--- src/rtl/dacbuf_pkg.sv ---
package dacbuf_pkg;
  // register offsets above the slot window (window spans 2*ENTRIES bytes)
  localparam int STAT_OFS = 0;
  localparam int CTRL_OFS = 1;
  localparam int CFG_OFS  = 2;
  localparam int PTR_OFS  = 3;

  // status bit positions
  localparam int FLG_BOT = 0;
  localparam int FLG_TOP = 1;
  localparam int FLG_WM  = 2;
  localparam int FLG_W   = 3;

  // control bit positions
  localparam int CTL_BUF = 0;
  localparam int CTL_DMA = 1;

  // watermark distance select field in the configuration byte
  localparam int WM_LSB = 4;
  localparam int WM_W   = 2;

  typedef struct packed {
    logic wm;
    logic top;
    logic bot;
  } flag_ev_t;
endpackage

--- src/rtl/dacbuf_slots.sv ---
module dacbuf_slots #(
  parameter int ENTRIES = 16,
  parameter int DATA_W  = 12,
  localparam int PTR_W  = $clog2(ENTRIES),
  localparam int HI_W   = DATA_W - 8
) (
  input  logic              clk,
  input  logic              rst_n,
  input  logic              wr_en,
  input  logic [PTR_W-1:0]  wr_idx,
  input  logic              wr_hi,
  input  logic [7:0]        wr_data,
  input  logic [PTR_W-1:0]  bus_idx,
  input  logic              bus_hi,
  output logic [7:0]        bus_data,
  input  logic [PTR_W-1:0]  out_idx,
  output logic [DATA_W-1:0] out_code
);
  logic [DATA_W-1:0] slot_q [ENTRIES];

  for (genvar g = 0; g < ENTRIES; g++) begin : g_slot
    always_ff @(posedge clk or negedge rst_n) begin
      if (!rst_n) begin
        slot_q[g] <= '0;
      end else if (wr_en && wr_idx == PTR_W'(g)) begin
        if (wr_hi) slot_q[g][DATA_W-1:8] <= wr_data[HI_W-1:0];
        else       slot_q[g][7:0]        <= wr_data;
      end
    end
  end

  always_comb begin
    bus_data = '0;
    if (bus_hi) bus_data[HI_W-1:0] = slot_q[bus_idx][DATA_W-1:8];
    else        bus_data           = slot_q[bus_idx][7:0];
  end

  assign out_code = slot_q[out_idx];
endmodule

--- src/rtl/dacbuf_pointer.sv ---
module dacbuf_pointer
  import dacbuf_pkg::*;
#(
  parameter int ENTRIES = 16,
  localparam int PTR_W  = $clog2(ENTRIES)
) (
  input  logic             clk,
  input  logic             rst_n,
  input  logic             step,
  input  logic [PTR_W-1:0] limit,
  input  logic [WM_W-1:0]  wm_sel,
  output logic [PTR_W-1:0] ptr,
  output flag_ev_t         ev
);
  logic [PTR_W:0]   wm_dist;
  logic [PTR_W:0]   wm_pos_w;
  logic             wm_ok;
  logic             at_end;
  logic [PTR_W-1:0] nxt;

  assign wm_dist  = (PTR_W+1)'(wm_sel) + (PTR_W+1)'(1);
  assign wm_ok    = {1'b0, limit} >= wm_dist;
  assign wm_pos_w = {1'b0, limit} - wm_dist;
  assign at_end   = ptr >= limit;
  assign nxt      = at_end ? '0 : ptr + PTR_W'(1);

  always_ff @(posedge clk or negedge rst_n) begin
    if (!rst_n)    ptr <= '0;
    else if (step) ptr <= nxt;
  end

  always_comb begin
    ev     = '0;
    ev.top = step && at_end;
    ev.bot = step && !at_end && nxt == limit;
    ev.wm  = step && !at_end && wm_ok && nxt == wm_pos_w[PTR_W-1:0];
  end
endmodule

--- src/rtl/dacbuf_flags.sv ---
module dacbuf_flags
  import dacbuf_pkg::*;
(
  input  logic             clk,
  input  logic             rst_n,
  input  flag_ev_t         ev,
  input  logic             sw_wr,
  input  logic [FLG_W-1:0] sw_data,
  input  logic             dma_clr,
  output logic [FLG_W-1:0] flags
);
  logic [FLG_W-1:0] set_v;
  logic [FLG_W-1:0] nxt;

  always_comb begin
    set_v          = '0;
    set_v[FLG_BOT] = ev.bot;
    set_v[FLG_TOP] = ev.top;
    set_v[FLG_WM]  = ev.wm;
    nxt = flags;
    if (sw_wr)   nxt = nxt & sw_data;
    if (dma_clr) nxt = '0;
    nxt = nxt | set_v;
  end

  always_ff @(posedge clk or negedge rst_n) begin
    if (!rst_n) begin
      flags          <= '0;
      flags[FLG_TOP] <= 1'b1;
    end else begin
      flags <= nxt;
    end
  end
endmodule

--- src/rtl/dacbuf_ctrl.sv ---
module dacbuf_ctrl
  import dacbuf_pkg::*;
#(
  parameter int ENTRIES = 16,
  parameter int DATA_W  = 12,
  parameter int ADDR_W  = 6
) (
  input  logic              clk,
  input  logic              rst_n,
  input  logic [ADDR_W-1:0] reg_addr,
  input  logic              reg_wr,
  input  logic [7:0]        reg_wdata,
  output logic [7:0]        reg_rdata,
  input  logic              trig,
  input  logic              dma_done,
  output logic [DATA_W-1:0] dac_code
);
  localparam int PTR_W = $clog2(ENTRIES);
  localparam int WIN   = 2 * ENTRIES;
  localparam logic [ADDR_W-1:0] STAT_A = ADDR_W'(WIN + STAT_OFS);
  localparam logic [ADDR_W-1:0] CTRL_A = ADDR_W'(WIN + CTRL_OFS);
  localparam logic [ADDR_W-1:0] CFG_A  = ADDR_W'(WIN + CFG_OFS);
  localparam logic [ADDR_W-1:0] PTR_A  = ADDR_W'(WIN + PTR_OFS);

  logic             buf_en_q, dma_en_q;
  logic [PTR_W-1:0] lim_q;
  logic [WM_W-1:0]  wm_q;
  logic [PTR_W-1:0] ptr_q;
  logic [FLG_W-1:0] flags_q;
  flag_ev_t         ev;
  logic             in_win;
  logic [PTR_W-1:0] win_idx;
  logic [7:0]       slot_rd;
  logic [DATA_W-1:0] slot_out;

  assign in_win  = reg_addr < ADDR_W'(WIN);
  assign win_idx = reg_addr[PTR_W:1];

  always_ff @(posedge clk or negedge rst_n) begin
    if (!rst_n) begin
      buf_en_q <= 1'b0;
      dma_en_q <= 1'b0;
      lim_q    <= '0;
      wm_q     <= '0;
    end else if (reg_wr) begin
      if (reg_addr == CTRL_A) begin
        buf_en_q <= reg_wdata[CTL_BUF];
        dma_en_q <= reg_wdata[CTL_DMA];
      end
      if (reg_addr == CFG_A) begin
        lim_q <= reg_wdata[PTR_W-1:0];
        wm_q  <= reg_wdata[WM_LSB +: WM_W];
      end
    end
  end

  dacbuf_slots #(.ENTRIES(ENTRIES), .DATA_W(DATA_W)) slots_i (
    .clk      (clk),
    .rst_n    (rst_n),
    .wr_en    (reg_wr && in_win),
    .wr_idx   (win_idx),
    .wr_hi    (reg_addr[0]),
    .wr_data  (reg_wdata),
    .bus_idx  (win_idx),
    .bus_hi   (reg_addr[0]),
    .bus_data (slot_rd),
    .out_idx  (buf_en_q ? ptr_q : '0),
    .out_code (slot_out)
  );

  dacbuf_pointer #(.ENTRIES(ENTRIES)) ptr_i (
    .clk    (clk),
    .rst_n  (rst_n),
    .step   (trig && buf_en_q),
    .limit  (lim_q),
    .wm_sel (wm_q),
    .ptr    (ptr_q),
    .ev     (ev)
  );

  dacbuf_flags flags_i (
    .clk     (clk),
    .rst_n   (rst_n),
    .ev      (ev),
    .sw_wr   (reg_wr && reg_addr == STAT_A),
    .sw_data (reg_wdata[FLG_W-1:0]),
    .dma_clr (dma_done && dma_en_q),
    .flags   (flags_q)
  );

  assign dac_code = slot_out;

  always_comb begin
    reg_rdata = '0;
    if (in_win) begin
      reg_rdata = slot_rd;
    end else begin
      unique case (reg_addr)
        STAT_A: reg_rdata[FLG_W-1:0] = flags_q;
        CTRL_A: begin
          reg_rdata[CTL_BUF] = buf_en_q;
          reg_rdata[CTL_DMA] = dma_en_q;
        end
        CFG_A: begin
          reg_rdata[PTR_W-1:0]       = lim_q;
          reg_rdata[WM_LSB +: WM_W]  = wm_q;
        end
        PTR_A:   reg_rdata[PTR_W-1:0] = ptr_q;
        default: reg_rdata = '0;
      endcase
    end
  end
endmodule


--- config.mk ---
export PLATFORM = sky130hd
export DESIGN_NAME = dacbuf_ctrl
export DESIGN_NICKNAME = d
export VERILOG_FILES = /design/src/rtl/dacbuf_pkg.sv /design/src/rtl/dacbuf_slots.sv /design/src/rtl/dacbuf_pointer.sv /design/src/rtl/dacbuf_flags.sv /design/src/rtl/dacbuf_ctrl.sv
export SDC_FILE = /design/constraint.sdc
export NUM_CORES = 1
export LEC_CHECK = 0
export BUFFER_PORTS_ARGS = -buffer_cell sky130_fd_sc_hd__buf_2
export CORE_MARGIN = 1.5
export CORE_UTILIZATION = 32
export CTS_CLUSTER_DIAMETER = 40
export DETAILED_ROUTE_END_ITERATION = 12
export MAX_ROUTING_LAYER = met4
export PLACE_DENSITY_LB_ADDON = 0.15
export SETUP_SLACK_MARGIN = 0.4
export SYNTH_ARGS = -nofsm -noshare
export SYNTH_HDL_FRONTEND = slang
export SYNTH_HIERARCHICAL = 1
export SYNTH_SLANG_ARGS = --single-unit
--- constraint.sdc ---
create_clock -name clk -period 3.6 [get_ports clk]
set_clock_uncertainty 0.05 [all_clocks]
set_input_delay 0.54 -clock clk [delete_from_list [all_inputs] [get_ports clk]]
set_output_delay 0.54 -clock clk [all_outputs]
set_load 0.02 [all_outputs]
# After elaboration in Yosys (flattened, before gate mapping)
# Cells that the tools add are included.
# word_totals
in_bits	19
regBits	207
elab_cells	150
# op_classes
muxes	17
n_eq_ne	21
n_addsub	3
bitwise	5
reduce_logical	61
magnitude_cmp	5
# op_table
cell	count
$bmux 12 s4	2
$reduce_and 2->1	34
$mux 12	4
$eq 4x4->1 const B	8
$logic_and 1x1->1	25
$eq 6x6->1 const B	4
$eq 4x3->1 const B	4
$mux 4	4
$ge 5x5->1 const B	2
$not 4->5	2
$eq 4x2->1 const B	2
$eq 4x4->1	2
$mux 8	1
$pmux 2 s4	1
$lt 6x6->1 const B	1
$mux 3	2
$ge 4x5->1	1
$add 4x1->4 const B	1
$eq 4x1->1 const B	1
$ge 4x4->1	1
$logic_not 4->1	1
$sub 4x4->4	1
$add 2x1->3 const B	1
$and 3x3->3	1
other kinds (6)	6

# Logic depth before layout (Yosys ltp)
# Gate-level depths: netlist of run 1.
# depth
ltp_word	6
ltp_mapped	10
depth_no_buf	10

# Modules after synthesis
# The synthesis of run 1 kept the hierarchy.
# modules_own_cells
module	cells_per_inst	seq_area_each_um2	instances	area_each_um2
dacbuf_slots	611	4804.6	1	10187.3
dacbuf_ctrl	48	200.2	1	605.6
dacbuf_pointer	65	100.1	1	564.3
dacbuf_flags	10	76.3	1	125.1

# Worst setup path after synthesis of run 1
# Ideal clock, no wire load.
# synth_timing
kind	input -> output
startpoint	input reg_addr[2]
endpoint	output reg_rdata[0]
required_time_ns	3.010
cell_stages	5
path_buffers	1
slack_ns	0.549
t_arrival_ns	2.461
path_cell_list	buf_1 > mux4_2 > mux4_2 > mux2_2 > a22o_1
# synth_via
elab_chain_len	6
word_cells_on_any_way	12
cone_classes	1 x order compare; 4 x eq/ne; 6 x mux; 1 x bitwise
# synth_rtl
element	line_no	rtl
start, declared	dacbuf_ctrl.sv:10	input logic [ADDR_W-1:0] reg_addr,
$not 4->5 (not written as such)	dacbuf_slots.sv:34, dacbuf_slots.sv:35	
$bmux 12 s4	dacbuf_slots.sv:34, dacbuf_slots.sv:35	
$mux 12 (not written as such) (2 in series)	dacbuf_slots.sv:34	if (bus_hi) bus_data[HI_W-1:0] = slot_q[bus_idx][DATA_W-1:8];
$mux 4	dacbuf_slots.sv:34	
via slot_rd[0]	dacbuf_ctrl.sv:33	logic [7:0] slot_rd;
$mux 8	dacbuf_ctrl.sv:95	if (in_win) begin
end, declared	dacbuf_ctrl.sv:13	output logic [7:0] reg_rdata,
# The timed path passes the listed nets, and every way through them passes these cells. The select of a mux whose other input is x is not followed.

# Worst setup path in the final report of run 1
# layout_timing
startpoint	register slots_i/slot_q[116] (netlist name)
endpoint	output reg_rdata[0]
# layout_via
elab_chain_len	5
# layout_rtl
element	line_no	rtl
start, declared	dacbuf_slots.sv:19	logic [DATA_W-1:0] slot_q [ENTRIES];
start signal, assigned by index	dacbuf_slots.sv:26	if (wr_hi) slot_q[g][DATA_W-1:8] <= wr_data[HI_W-1:0];
start signal, assigned by index	dacbuf_slots.sv:27	else slot_q[g][7:0] <= wr_data;
$bmux 12 s4	dacbuf_slots.sv:34	
$mux 12 (not written as such) (2 in series)	dacbuf_slots.sv:34	
$mux 4	dacbuf_slots.sv:34	
via slot_rd[0]	dacbuf_ctrl.sv:33	
$mux 8	dacbuf_ctrl.sv:95	
# The timed path passes the listed nets, and every way through them passes these cells. The select of a mux whose other input is x is not followed.

==> results of run 1 <==
## power by group
| group | internal (mW) | switching (mW) | total [mW] |
|---|---|---|---|
| clock network | 2.29 | 1.25 | 3.54 |
| logic | 0.926 | 0.737 | 1.66 |
| registers | 2.66 | 0.298 | 2.96 |
| total | 5.88 | 2.28 | 8.16 |
## synth_stat cells (6+ instances only)
cell type                    n  area share, %
sky130_fd_sc_hd__mux2_4      6           0.78
sky130_fd_sc_hd__nor2b_1     7           0.38
sky130_fd_sc_hd__mux2_2    200             20
sky130_fd_sc_hd__inv_1      13           0.43
sky130_fd_sc_hd__mux4_2    118             23
sky130_fd_sc_hd__nor2_1     16           0.52
sky130_fd_sc_hd__nand2_1    17           0.56
sky130_fd_sc_hd__and2_1      6           0.33
sky130_fd_sc_hd__buf_2       7           0.31
sky130_fd_sc_hd__clkbuf_1   36            1.2
sky130_fd_sc_hd__ha_1        9           0.98
sky130_fd_sc_hd__nand2b_1    6           0.33
sky130_fd_sc_hd__dfrtp_1   206             45
sky130_fd_sc_hd__mux2i_1     9           0.78
## worst max-delay path: cells and delay by family (launching register included)
family | cells | cell delay (ps)
mux | 3 | 1340
flops | 1 | 410
compound gates | 1 | 240
buf+inv | 1 | 130
## what timing repair did
| item | 4_1_cts | 5_1_grt |
|---|---|---|
| pin swaps | 2 | 1 |
| setup endpoints to repair | 16 | 16 |
| setup buffers | 8 | 3 |
| gates resized for setup | 17 | 21 |
| cloned | 2 | 2 |
## kinds of logic after synthesis
| logic type | count (synthesis) | share of synthesized area [%] |
|---|---|---|
| multiplexers | 333 | 44.33 |
| flip-flops | 207 | 45.12 |
| AND/OR/NAND/NOR | 83 | 4.370 |
| buffers and inverters | 63 | 2.332 |
| AO/OA/AOI/OAI | 28 | 1.863 |
| XOR/XNOR | 10 | 0.8281 |
| adder cells (fa/ha/maj) | 10 | 1.155 |
## per-stage QoR
stage	hold WS, ps	instances	util (%)
global route	85.50	1292	39.24
floorplan	194.4	734	-
detailed placement	451.1	1209	34.74
CTS	53.89	1287	38.83
finish	26.67	1292	39.24
global placement	439.7	1209	34.74
## cell type report
type                            count  area (um2)  area share (%)
Clock inverter                     21       220.2           1.581
Multi-Input combinational cell    464        6050           43.45
Sequential cell                   207        5182           37.22
Inverter                           13       48.80          0.3504
Tap cell                          461       576.8           4.142
Timing Repair Buffer               79       800.8           5.751
Clock buffer                       47        1046           7.512
## metal layers
metal	GRT usage (%)	part of all wire (%)	routed length (um)	vias up
met5	-	0	0	-
met4	5.814	2.2	740	0
met3	3.473	4.2	1430	52
met2	33.92	52	17890	188
met1	24.62	42	14350	3929
li1	-	-	-	3021
## how the worst max path moves through the flow
stage / endpoint / slack [ps]
detailed placement: reg_rdata[0] / 240
global route: reg_rdata[1] / 320
CTS: dac_code[0] / 350
floorplan: reg_rdata[0] / 550
finish: reg_rdata[0] / 370
global placement: reg_rdata[0] / 270
## flip-flops by register name, indices dropped and copies added, names as in the netlist
| register | flops |
|---|---|
| buf_en_q | 1 |
| dma_en_q | 1 |
| flags_i/flags | 3 |
| lim_q | 4 |
| ptr_i/ptr | 4 |
| slots_i/slot_q | 192 |
| wm_q | 2 |
==> impl_metrics.py, run 1 <==
metrics = {
    "worst_setup_path": {
        "worst_setup_path_end_kind": "output pin",
        "critical_path.reg2reg.endpoint": "flags_i/flags[2]",
        "rr_worst_depth": 8,
        "cp.arrival_ps": 2640,
        "timing.critical_path.from": "slots_i/slot_q[116]",
        "rr_startpoint": "wm_q[0]",
        "crit_fanout": 3,
        "critical_path_required_ps": 3010,
        "critical_path.startpoint_type": "flop",
        "critPathSlowestCell": "sky130_fd_sc_hd__mux4_2",
        "timing.critical_path.mode_cell": "sky130_fd_sc_hd__mux4_2",
        "timing.critical_path.slowest_cell_delay_ps": 540,
        "worst-r2r-setup-slack_ps": 1160,
        "criticalPathCategory": "reg2out",
        "critical_path.cell_chain": "mux4_2, mux4_2, mux2_4, a22o_1, buf_6",
    },
    "placement": {
        "portBuffers": 38,
        "detailed_place_hpwl_um": 22830,
        "gp_congestion": 0.8684,
        "detailed_place.area_um2": 12330,
        "dp_slack_ps": 241.2,
    },
    "floorplan": {
        "die_y_um": 192.4,
        "initial_cell_density_of_the_core_pct": 32.36,
        "row_count": 69,
        "area_inside_the_core_boundary_um2": 35480,
        "die_w_um": 192.4,
        "floorplan.die_area_um2": 37030,
        "floorplan.io_pins": 39,
    },
    "synth": {
        "synthesis.nets": 763,
        "ys_dominant_reg_cell": "sky130_fd_sc_hd__dfrtp_1",
        "synth.ff_latch_count": 207,
        "netlist_instances": 734,
        "syn_area_per_cell_um2": 15.64,
        "async_reset_ff_share_pct": 100.0,
        "ys_seq_area_share_pct": 45.12,
        "synth-edff-count": 0,
        "post_synth_instance_area_um2": 11480,
        "count_of_unique_library_cells_instantiated_by_yosys": 50,
        "yosys_warnings": 6,
    },
    "finish": {
        "area_growth_syn_to_fin_pct": 21.27,
        "ant_diodes": 0,
        "number_of_nets_at_the_end_of_the_flow": 832,
        "layout.cells.most_common_list": "205 x sky130_fd_sc_hd__dfrtp_1, 197 x sky130_fd_sc_hd__mux2_2, 118 x sky130_fd_sc_hd__mux4_2",
        "mostFrequentLayoutCell": "sky130_fd_sc_hd__dfrtp_1",
        "fill_cells": 3219,
        "drive_gt1_share_pct": 57.76,
        "finalInstanceArea_um2": 13920,
    },
    "pwr": {
        "leakage_nw": 6.024,
        "pwr_density_cell_nw_per_um2": 586.2,
        "ir_drop_v": 0.0003413,
        "post_layout_total_power_mw": 8.163,
    },
    "clocking": {
        "hold_buffers": 0,
        "cts.reportedPaths.clkPinSlew_ps": 50,
        "clkLatencyLatePin_ps": 510,
        "clock_sink_count": 207,
        "cts_tree": "built",
        "clockRootBuffer": "sky130_fd_sc_hd__clkbuf_16",
        "tritoncts.num_buffers": 38,
        "cts_max_path_buffers": 3,
        "cts_htree_levels": 2,
    },
    "sta": {
        "finalHoldViolations": 0,
        "tightestPinTransition_ps": 919.4,
        "setup_repair_after_global_routing_missed_its_margin": "true",
        "final.period_utilization_pct": 89.59,
        "max_freq_mhz": 310.1,
        "timing.max_slew.rel_slack_pct": 38.23,
        "finalMaxSlewViolations": 0,
        "fin_tns_setup_ps": 0,
        "setup_viol_count_final": 0,
        "setup_ws_ps": 374.8,
        "period_needed_ps": 3225,
    },
    "routing": {
        "detail_route.wl_per_cell_um": 26.63,
        "post_drt_via_cell_ratio": 5.565,
        "num_vias": 7190,
        "detailedRoute.firstPassIterationCount": 4,
        "detail_route.iter0.violations": 465,
        "wl_um": 34410,
        "drcViolationCount": 0,
        "drtAntennaViolNets": 0,
    },
    "global_route": {
        "grt.total_usage_pct": 20.05,
        "vias_in_the_first_global_route": 7841,
        "largest_net_degree_at_the_start_of_global_routing": 88,
        "antenna_found_initial": 0,
        "overflow": 0,
        "grt_pass1_wl_um": 52480,
    },
    "run_status": {
        "outcome": "completed",
    },
    "worst_hold_path": {
        "worst_hold_path_type": "in2async",
    },
    "flow_run": {
        "max_cap_violations": 0,
    },
}
No activity file was read; power rests on OpenSTA's default activity.
==> run 2, diff against run 1 <==
Settings changed: PLACE_DENSITY_LB_ADDON 0.15 to default.
==> run 2 against run 1 <==
Against the previous run:
- the run now ends with negative hold slack left
- highest routed layer unchanged
- worst setup slack improved by 13 ps
- routed wire length fell by 8.5%
- register-to-register slack gained 110 ps
- clock power down 18%
==> impl_metrics.py, run 2 (synthesis gave the netlist of run 1 again) <==
metrics = {
    "run_status": {
        "outcome": "finished with violations",
        "failed_checks": "negative hold slack",
    },
    "finish": {
        "fill_cells": 3246,
        "post_layout_nonfiller_instances": 1280,
        "reg.largest.list": "slots_i/slot_q x192, lim_q x4, ptr_i/ptr x4",
        "largest_register_ff_count": 192,
        "ant_diodes": 0,
        "mostFrequentLayoutCell": "sky130_fd_sc_hd__dfrtp_1",
        "area_growth_syn_to_fin_pct": 19.32,
        "layout.cells.most_common_list": "204 x sky130_fd_sc_hd__dfrtp_1, 197 x sky130_fd_sc_hd__mux2_2, 118 x sky130_fd_sc_hd__mux4_2",
        "drive_gt1_share_pct": 57.63,
        "number_of_nets_at_the_end_of_the_flow": 825,
        "top_register": "slots_i/slot_q",
    },
    "worst_setup_path": {
        "critical_path.startpoint_type": "flop",
        "critical_path_required_ps": 3010,
        "crit_fanout": 5,
        "timing.critical_path.from": "ptr_i/ptr[0]",
        "cp.arrival_ps": 2620,
        "criticalPathCategory": "reg2out",
        "rr_startpoint": "wm_q[0]",
        "worst_setup_path_end_kind": "output pin",
    },
    "global_route": {
        "grt_pass1_wl_um": 48080,
        "largest_net_degree_at_the_start_of_global_routing": 89,
        "antenna_found_initial": 0,
        "overflow": 0,
        "grt.total_usage_pct": 17.98,
        "vias_in_the_first_global_route": 7781,
    },
    "clocking": {
        "clkLatencyLatePin_ps": 540,
        "cts_htree_levels": 1,
        "cts_tree": "built",
        "hold_buffers": 0,
        "cts.reportedPaths.clkPinSlew_ps": 50,
        "tritoncts.num_buffers": 30,
        "cts_max_path_buffers": 3,
        "clockRootBuffer": "sky130_fd_sc_hd__clkbuf_16",
        "clock_sink_count": 207,
    },
    "routing": {
        "detail_route.wl_per_cell_um": 24.61,
        "detailedRoute.firstPassIterationCount": 5,
        "drtAntennaViolNets": 0,
        "drcViolationCount": 0,
        "wl_um": 31500,
        "num_vias": 7058,
        "detail_route.iter0.violations": 441,
        "post_drt_via_cell_ratio": 5.514,
    },
    "sta": {
        "setup_viol_count_final": 0,
        "timing.max_slew.rel_slack_pct": 43.12,
        "finalHoldViolations": 3,
        "tightestPinTransition_ps": 846.7,
        "period_needed_ps": 3212,
        "fin_tns_setup_ps": 0,
        "finalHoldWorstSlack_ps": -14.04,
        "finalMaxSlewViolations": 0,
        "setup_repair_after_global_routing_missed_its_margin": "true",
        "max_freq_mhz": 311.3,
        "final.period_utilization_pct": 89.22,
    },
    "placement": {
        "detailed_place_hpwl_um": 20480,
        "numPlacedInstances": 1210,
        "gp_congestion": 0.8098,
        "portBuffers": 38,
    },
    "worst_hold_path": {
        "worst_hold_path_type": "in2async",
    },
    "pwr": {
        "ir_drop_v": 0.0003355,
        "pwr_density_cell_nw_per_um2": 547.6,
        "post_layout_total_power_mw": 7.503,
        "leakage_nw": 5.906,
    },
    "floorplan": {
        "die_y_um": 192.4,
        "die_w_um": 192.4,
        "floorplan.die_area_um2": 37030,
        "row_count": 69,
        "area_inside_the_core_boundary_um2": 35480,
        "initial_cell_density_of_the_core_pct": 32.36,
        "floorplan.io_pins": 39,
    },
    "flow_run": {
        "max_cap_violations": 0,
    },
}
[run 2: cell types whose count changed in the layout (fill, tap and decap cells not counted), moves of 2 or more]
cell / change
sky130_fd_sc_hd__buf_16: +3
sky130_fd_sc_hd__buf_8: +2
sky130_fd_sc_hd__clkbuf_1: -3
sky130_fd_sc_hd__clkbuf_16: -10
sky130_fd_sc_hd__clkinvlp_4: +2
sky130_fd_sc_hd__inv_6: -3
[run 2: routing by layer]
| metal | wire length, um | global-route usage (%) |
|---|---|---|
| met1 | 12660 | 21.02 |
| met2 | 16870 | 32.33 |
| met3 | 1271 | 2.200 |
| met4 | 701 | 5.247 |
| met5 | 0 | - |
[run 2: critical path: stages, from the launching register on]
cell and delay [ps]:
sky130_fd_sc_hd__dfrtp_2 380, sky130_fd_sc_hd__and2_4 250, sky130_fd_sc_hd__buf_12 150, sky130_fd_sc_hd__buf_16 130
sky130_fd_sc_hd__mux4_2 510, sky130_fd_sc_hd__mux4_2 500, sky130_fd_sc_hd__buf_6 150
[run 2: final cells by class]
class	count	area, um2	area share [%]
Timing Repair Buffer	80	829.5	6.055
Clock buffer	35	820.8	5.991
Clock inverter	20	190.2	1.388
Tap cell	461	576.8	4.210
Sequential cell	207	5184	37.84
Inverter	13	48.80	0.3562
Multi-Input combinational cell	464	6051	44.16
[run 2: final timing paths]
check                               endpoint  slack [ps]  depth (start not counted)
max                              dac_code[1]         390                          6
min                             ptr_i/ptr[3]         -10                          1
max reg2reg                 flags_i/flags[2]        1270                          8
min reg2reg                 flags_i/flags[2]         460                          1
max in group asynchronous  slots_i/slot_q[2]        2670                          2
min in group clk                ptr_i/ptr[0]         380                          3
[run 2: repair_timing]
item / in CTS / in global routing
setup endpoints to repair: 16 / 15
pin swaps: 2 / 2
gates cloned: 5 / 0
gates resized for setup: 31 / 8
buffers inserted: 10 / 0
[run 2: through the flow]
step	util, %	cell area, um2	hold slack (ps)	setup WS, ps
after detailed placement	34.80	12350	455.4	293.4
final	38.61	13700	-14.04	388.2
after floorplan	-	11480	194.4	548.6
after global placement	34.80	12350	452.0	307.6
after CTS	38.56	13680	40.01	354.1
after global routing	38.61	13700	21.04	315.8
[run 2: power breakdown]
group / internal [mW] / leakage, nW / switching, mW / total, mW
clock network: 1.78 / 0.485 / 1.12 / 2.90
logic: 0.934 / 2.67 / 0.712 / 1.65
registers: 2.66 / 2.75 / 0.297 / 2.96
total: 5.38 / 5.91 / 2.12 / 7.50
